===== src/rtl/edge_capture_pkg.sv =====
package edge_capture_pkg;

    localparam int SRC_COUNT  = 3;
    localparam int SYNC_DEPTH = 2;

    typedef struct packed {
        logic load;
        logic value;
    } capture_t;

    // Cycles after reset before detection is armed: synchronizer depth plus history flop.
    function automatic int settle_cycles(input int depth);
        return depth + 1;
    endfunction

endpackage


===== src/rtl/ecr_sync_chain.sv =====
module ecr_sync_chain #(
    parameter int WIDTH  = 3,
    parameter int STAGES = 2
) (
    input  logic             clk,
    input  logic             rst,
    input  logic [WIDTH-1:0] din,
    output logic [WIDTH-1:0] dout
);
    logic [WIDTH-1:0] stage [STAGES];

    for (genvar s = 0; s < STAGES; s++) begin : g_stage
        if (s == 0) begin : g_first
            always_ff @(posedge clk) begin
                if (rst) stage[0] <= '0;
                else     stage[0] <= din;
            end
        end else begin : g_rest
            always_ff @(posedge clk) begin
                if (rst) stage[s] <= '0;
                else     stage[s] <= stage[s-1];
            end
        end
    end

    assign dout = stage[STAGES-1];
endmodule


===== src/rtl/ecr_edge_detect.sv =====
module ecr_edge_detect #(
    parameter int WIDTH  = 3,
    parameter int SETTLE = 3
) (
    input  logic             clk,
    input  logic             rst,
    input  logic [WIDTH-1:0] level,
    output logic [WIDTH-1:0] rise
);
    localparam int CW = $clog2(SETTLE + 1);

    logic [WIDTH-1:0] hist;
    logic [CW-1:0]    settle_cnt;
    logic             armed;

    assign armed = (settle_cnt == CW'(SETTLE));

    always_ff @(posedge clk) begin
        if (rst) begin
            hist       <= '0;
            settle_cnt <= '0;
        end else begin
            hist <= level;
            if (!armed) settle_cnt <= settle_cnt + CW'(1);
        end
    end

    for (genvar i = 0; i < WIDTH; i++) begin : g_rise
        assign rise[i] = level[i] & ~hist[i] & armed;
    end
endmodule


===== src/rtl/ecr_priority_sel.sv =====
module ecr_priority_sel
    import edge_capture_pkg::*;
#(
    parameter int WIDTH = 3
) (
    input  logic [WIDTH-1:0] hits,
    input  logic [WIDTH-1:0] bits,
    output capture_t         pick
);
    always_comb begin
        pick.load  = 1'b0;
        pick.value = 1'b0;
        // Walk from lowest priority up so the lowest index overrides.
        for (int i = WIDTH - 1; i >= 0; i--) begin
            if (hits[i]) begin
                pick.load  = 1'b1;
                pick.value = bits[i];
            end
        end
    end
endmodule


===== src/rtl/edge_capture_reg.sv =====
module edge_capture_reg
    import edge_capture_pkg::*;
#(
    parameter int SRC_N       = SRC_COUNT,
    parameter int SYNC_STAGES = SYNC_DEPTH
) (
    input  logic             clk,
    input  logic             rst,
    input  logic [SRC_N-1:0] src_strobe,
    input  logic [SRC_N-1:0] src_data,
    output logic [SRC_N-1:0] edge_valid,
    output logic             q_out
);
    localparam int SETTLE = settle_cycles(SYNC_STAGES);

    logic [SRC_N-1:0] strobe_sync;
    logic [SRC_N-1:0] data_sync;
    logic [SRC_N-1:0] edge_hit;
    capture_t         pick;

    ecr_sync_chain #(.WIDTH(SRC_N), .STAGES(SYNC_STAGES)) u_strobe_sync (
        .clk (clk),
        .rst (rst),
        .din (src_strobe),
        .dout(strobe_sync)
    );

    ecr_sync_chain #(.WIDTH(SRC_N), .STAGES(SYNC_STAGES)) u_data_sync (
        .clk (clk),
        .rst (rst),
        .din (src_data),
        .dout(data_sync)
    );

    ecr_edge_detect #(.WIDTH(SRC_N), .SETTLE(SETTLE)) u_detect (
        .clk  (clk),
        .rst  (rst),
        .level(strobe_sync),
        .rise (edge_hit)
    );

    ecr_priority_sel #(.WIDTH(SRC_N)) u_select (
        .hits(edge_hit),
        .bits(data_sync),
        .pick(pick)
    );

    always_ff @(posedge clk) begin
        if (rst) begin
            edge_valid <= '0;
            q_out      <= 1'b0;
        end else begin
            edge_valid <= edge_hit;
            if (pick.load) q_out <= pick.value;
        end
    end
endmodule


===== config.mk =====
export PLATFORM = sky130hd
export DESIGN_NAME = edge_capture_reg
export DESIGN_NICKNAME = d
export VERILOG_FILES = /design/src/rtl/edge_capture_pkg.sv /design/src/rtl/ecr_sync_chain.sv /design/src/rtl/ecr_edge_detect.sv /design/src/rtl/ecr_priority_sel.sv /design/src/rtl/edge_capture_reg.sv
export SDC_FILE = /design/constraint.sdc
export NUM_CORES = 1
export LEC_CHECK = 0
export ABC_AREA = 1
export CAP_MARGIN = 5
export CORE_MARGIN = 2
export CORE_UTILIZATION = 25
export DETAILED_ROUTE_END_ITERATION = 8
export DONT_BUFFER_PORTS = 1
export PLACE_DENSITY = 0.46
export SYNTH_ARGS = -nofsm -noshare
export SYNTH_HDL_FRONTEND = slang
export SYNTH_HIERARCHICAL = 1
export SYNTH_SLANG_ARGS = --single-unit

===== constraint.sdc =====
create_clock -name clk -period 1.7 [get_ports clk]
set_input_delay 0 -clock clk [delete_from_list [all_inputs] [get_ports clk]]
set_output_delay 0 -clock clk [all_outputs]
set_load 0.005 [all_outputs]

After elaboration in Yosys (flattened, before gate mapping)
Memories as Yosys holds them, arrays and structs flattened.
Cells that the tools add are included.

operators by class
  shift operators = 0
  mux-type cells = 10
  reduce and logical (&&, ||, !) cells = 0
  equality and inequality tests = 1
  multipliers = 0
  bitwise logic cells = 13
  add/sub/neg operators = 1
  div/mod/pow operators = 0
  order comparisons = 0

operator list
  operator               count
  $mux W3                4
  $and A1 B1 Y1          6
  $mux W2                3
  $or A1 B1 Y1           4
  $mux W1                3
  $not A1 Y1             3
  $add A2 B1 Y2 const B  1
  $eq A2 B2 Y1 const B   1

word-level totals
  input bits = 8
  bits in read-only memories = 0
  bits in writable memories = 12
  register bits = 9
  memories kept = 2
  bits in latches = 0

memory list
  memory               words  width  read ports  clocked after Yosys merged registers in  write ports  line                  RTL
  u_data_sync.stage    2      3      2           0                                        2            ecr_sync_chain.sv:10  logic [WIDTH-1:0] stage [STAGES];
  u_strobe_sync.stage  2      3      2           0                                        2            ecr_sync_chain.sv:10

Longest topological paths before layout
  depth after elaboration = 6
  gate-level depth with buffers = 11
  mapped depth without buffers = 11

Hierarchy
The synthesis kept the hierarchy.

modules (own cells, without submodules)
  module            instances  cells each  area an instance (um2)
  ecr_sync_chain    2          18          165.2
  ecr_edge_detect   1          28          207.7
  edge_capture_reg  1          16          127.6
  ecr_priority_sel  1          11          42.5

Worst setup path after synthesis
Ideal clock, no wire load.

  path type = register to register
  start = reg u_detect.settle_cnt[0]
  end = reg q_out
  slack = 394 ps
  cell stages (with the launch flop) = 11
  required time = 1586 ps
  period minus slack after synthesis = 1306 ps
  arrival time = 1192 ps
  path through = dfxtp_1 ha_1 inv_1 nor3_1 inv_1 nand3_1 nand2_1 inv_1 nand2_1 nand2_1 nor2_2

RTL lines
  item                      line                    RTL
  start: declaration        ecr_edge_detect.sv:13   logic [CW-1:0] settle_cnt;
  start signal: assignment  ecr_edge_detect.sv:24   if (!armed) settle_cnt <= settle_cnt + CW'(1);
  end signal: assignment    edge_capture_reg.sv:54  if (pick.load) q_out <= pick.value;
  end: declaration          edge_capture_reg.sv:12  output logic q_out

==> reports/summary.txt <==
=================================================================================
Syn avg cell area ..................................................   7.78 sq um
Average detailed-routed wire length per instance ................... 7.21 microns
Post-synthesis sequential area ratio ...............................        59.4%
Area added between synthesis and finish ............................        19.3%
Slew @ Worst Pin ...................................................     0.718 ns
Share of flip-flops with an asynchronous set or reset ..............           0%
Power per cell area ................................................  989 nW/um^2
Commonest cells in the synthesized netlist ......................... 27 x inv_1, 24 x nor2_1, 21 x dfxtp_1
Max-Slew Margin vs Limit ...........................................        52.0%
Per-cell via count in the routed design ............................         3.83
Largest net degree at the start of global routing ..................           21
Kind of launch point of the worst setup path .......................         flop
Routed via count ...................................................          510
Final setup violating endpoints ....................................            0
Area share of the leading cell type in the synthesized netlist .....        59.4%
Final critical delay including setup and external delays ...........      1.46 ns
Max capacitance violation total ....................................            0
Maximum operating frequency ........................................      687 MHz
Starting Density ...................................................        25.9%
Kind of end point of the critical path .............................         flop
Most used flip-flop cell after synthesis ...........................      dfxtp_1
Buffers added on ports .............................................            0
Post-route setup slack .............................................     0.243 ns
Final routed DRC violation total ...................................            0
Synth area leader ..................................................      dfxtp_1
Number of antenna-violating nets in the routed design ..............            0
Clock insertion delay at the later pin of the skew report ..........      0.30 ns
Post-synthesis xor/xnor area fraction ..............................           0%
CTS tree ...........................................................          yes
Final Routed Wirelength ............................................  959 microns
Portion of netlist area occupied by mux cells ......................           0%
Syn_nets ...........................................................          101
Detailed-routed wire length on met3 ................................   69 microns
Deepest level of the CTS H-tree ....................................            1
Detail Route met2 WL ...............................................  431 microns
Result of the run .................................................. finished, final reports clean
Most common cell in the synthesized netlist ........................        inv_1
Warning count from the yosys run ...................................            6
Worst slack at placement ...........................................     0.271 ns
Number of placed I/O pins ..........................................           12
Bufs on Longest Clock Path .........................................            2
Leak pwr ...........................................................  0.000398 uW
DR iter-0 viols ....................................................            5
Endpoint required time on the critical path ........................      1.91 ns
Clock Sink Count ...................................................           21
Critical path start-end classification .............................   reg -> reg
Number of synthesized register bits ................................           21
Overall die height ................................................. 57.2 microns
Unique masters post-synth ..........................................            8
Unrepaired setup endpoints after global routing ....................        false
Overall Global Routing Usage .......................................        7.08%
Fin. max-slew vios .................................................            0
CTS Root Buffer Type ...............................................     clkbuf_4
Max VDD drop .......................................................   0.000523 V
Number of antenna violations at the first check in global routing ..            0
Hold/Removal Path Class ............................................    in -> reg
Post-synthesis compound-gate area fraction .........................           0%
Die Span X ......................................................... 57.2 microns
Register clock-pin slew on the reported worst setup and hold paths .      0.11 ns
Fraction of the mapped netlist area in adder cells .................        3.53%
Fill cell total of the finished layout .............................          299
Worst-case register-to-register setup slack ........................      0.24 ns
Tcrit/Tclk final ...................................................        85.7%
Setup clock skew after layout ......................................   0.00393 ns
Pre-antenna DRT Iters ..............................................            4
Number of hold violations in the final report ......................            0
Uppermost signal routing layer after detailed routing ..............         met4
Layout cell share with drive strength beyond 1 .....................        4.90%
Top cells by area in the synthesized netlist ....................... dfxtp_1 59%, inv_1 14%, nor2_1 13%
Site Rows ..........................................................           19
Layout Nets ........................................................          113
Combinational family with the most area after synthesis ............ simple AND/OR/NAND/NOR gates
Setup Total Neg Slack ..............................................         0 ns
Worst-path maximum fanout ..........................................            4
Via count of the first global-routing pass .........................          434
Die Footprint ......................................................   3270 sq um
Estimated wirelength of the detail-placed design ...................  666 microns
Core ar. ...........................................................   2730 sq um
Routed met1 length .................................................  446 microns
Synth Area in Simple Gates .........................................        22.8%
Sum of overflow across all layers after global routing .............            0
First-pass GRT wire length ......................................... 1730 microns
Synthesized instance count .........................................           91
Number of antenna repair diodes ....................................            0
Inserted Clock Buffers .............................................            3
Post-Syn Area ......................................................    708 sq um
Buffers inserted by post-CTS timing repair .........................            0
Count of flip-flops with a built-in enable after synthesis .........            0
Worst EP arrival ...................................................      1.66 ns
Routability-driven placement congestion ratio ......................        0.744
=================================================================================
==> area by class of cell <==
cell class / count / area, sq um / share of cell area (%)
well taps: 31 / 38.8 / 4.59
flip-flops and latches: 21 / 420 / 49.8
clock inverters: 1 / 5.00 / 0.593
clock buffers: 3 / 22.5 / 2.67
inverters: 27 / 101 / 12.0
multi-input cells: 43 / 186 / 22.1
repair buffers: 7 / 70.1 / 8.30
==> critical path, stage by stage, from the launching register on <==
cell and delay [ns]:
dfxtp_1 0.40, ha_1 0.16, inv_1 0.06, nor3_1 0.34
inv_1 0.09, nand3_1 0.09, nand2_1 0.05, inv_1 0.05
nand2_1 0.04, nand2_1 0.06, nor2_2 0.03
==> report_power, final <==
part | leakage (uW) | internal (uW) | switching [uW]
Combinational | 0.000208 | 33.3 | 39.7
Clock | 0.0000177 | 87.6 | 144
Sequential | 0.000173 | 518 | 12.9
Total | 0.000398 | 639 | 196
==> kinds of logic (layout without fill, tap and decap cells) <==
kind of cell,count (synthesis),count (layout)
adders and majority gates,2,2
buffers and inverters,27,38
and+or+nand+nor,41,41
DFF,21,21
==> flip-flops by register name, indices dropped and copies added, names as in the netlist <==
| name | flops |
|---|---|
| u_strobe_sync/stage | 6 |
| edge_valid | 3 |
| q_out | 1 |
| u_data_sync/stage | 6 |
| u_detect/hist | 3 |
| u_detect/settle_cnt | 2 |
==> per-layer routing <==
layer  up-vias  track usage (%)
met5         -                0
met4         0             2.99
met3         2             4.76
met2        13             10.3
met1       221             8.07
li1        274                -
==> through the flow <==
step | instances | util, % | power [uW] | cell area [sq um] | hold WS [ns]
after floorplan | 91 | - | 585 | 708 | 0.0712
after global placement | 122 | 27.3 | 590 | 747 | 0.0751
after detailed placement | 122 | 27.3 | 597 | 747 | 0.0757
after CTS | 133 | 30.9 | 851 | 845 | 0.335
after global routing | 133 | 30.9 | 886 | 845 | 0.328
final | 133 | 30.9 | 836 | 845 | 0.343
==> path summary, 6_finish.rpt <==
kind                           start                      end  depth (start not counted)
max           u_detect/settle_cnt[0]                    q_out                         10
min                      src_data[2]  u_data_sync/stage[0][2]                          3
max reg2reg   u_detect/settle_cnt[0]                    q_out                         10
min reg2reg  u_data_sync/stage[0][1]  u_data_sync/stage[1][1]                          2
==> layout by cell type (no fill, tap or decap), drive strengths merged <==
| cell type | count |
|---|---|
| dfxtp | 21 |
| dlygate4sd3 | 7 |
| nor3 | 3 |
| nand3 | 1 |
| ha | 2 |
| clkbuf | 3 |
| inv | 27 |
| clkinv | 1 |
| nand2 | 12 |
| nor2 | 25 |
==> timing repair <==
| item | in CTS | in global routing |
|---|---|---|
| hold endpoints to repair | 21 | 0 |
| gates resized for setup | 0 | 0 |
| hold buffers | 7 | 0 |
No activity file was read; power rests on OpenSTA's default activity.
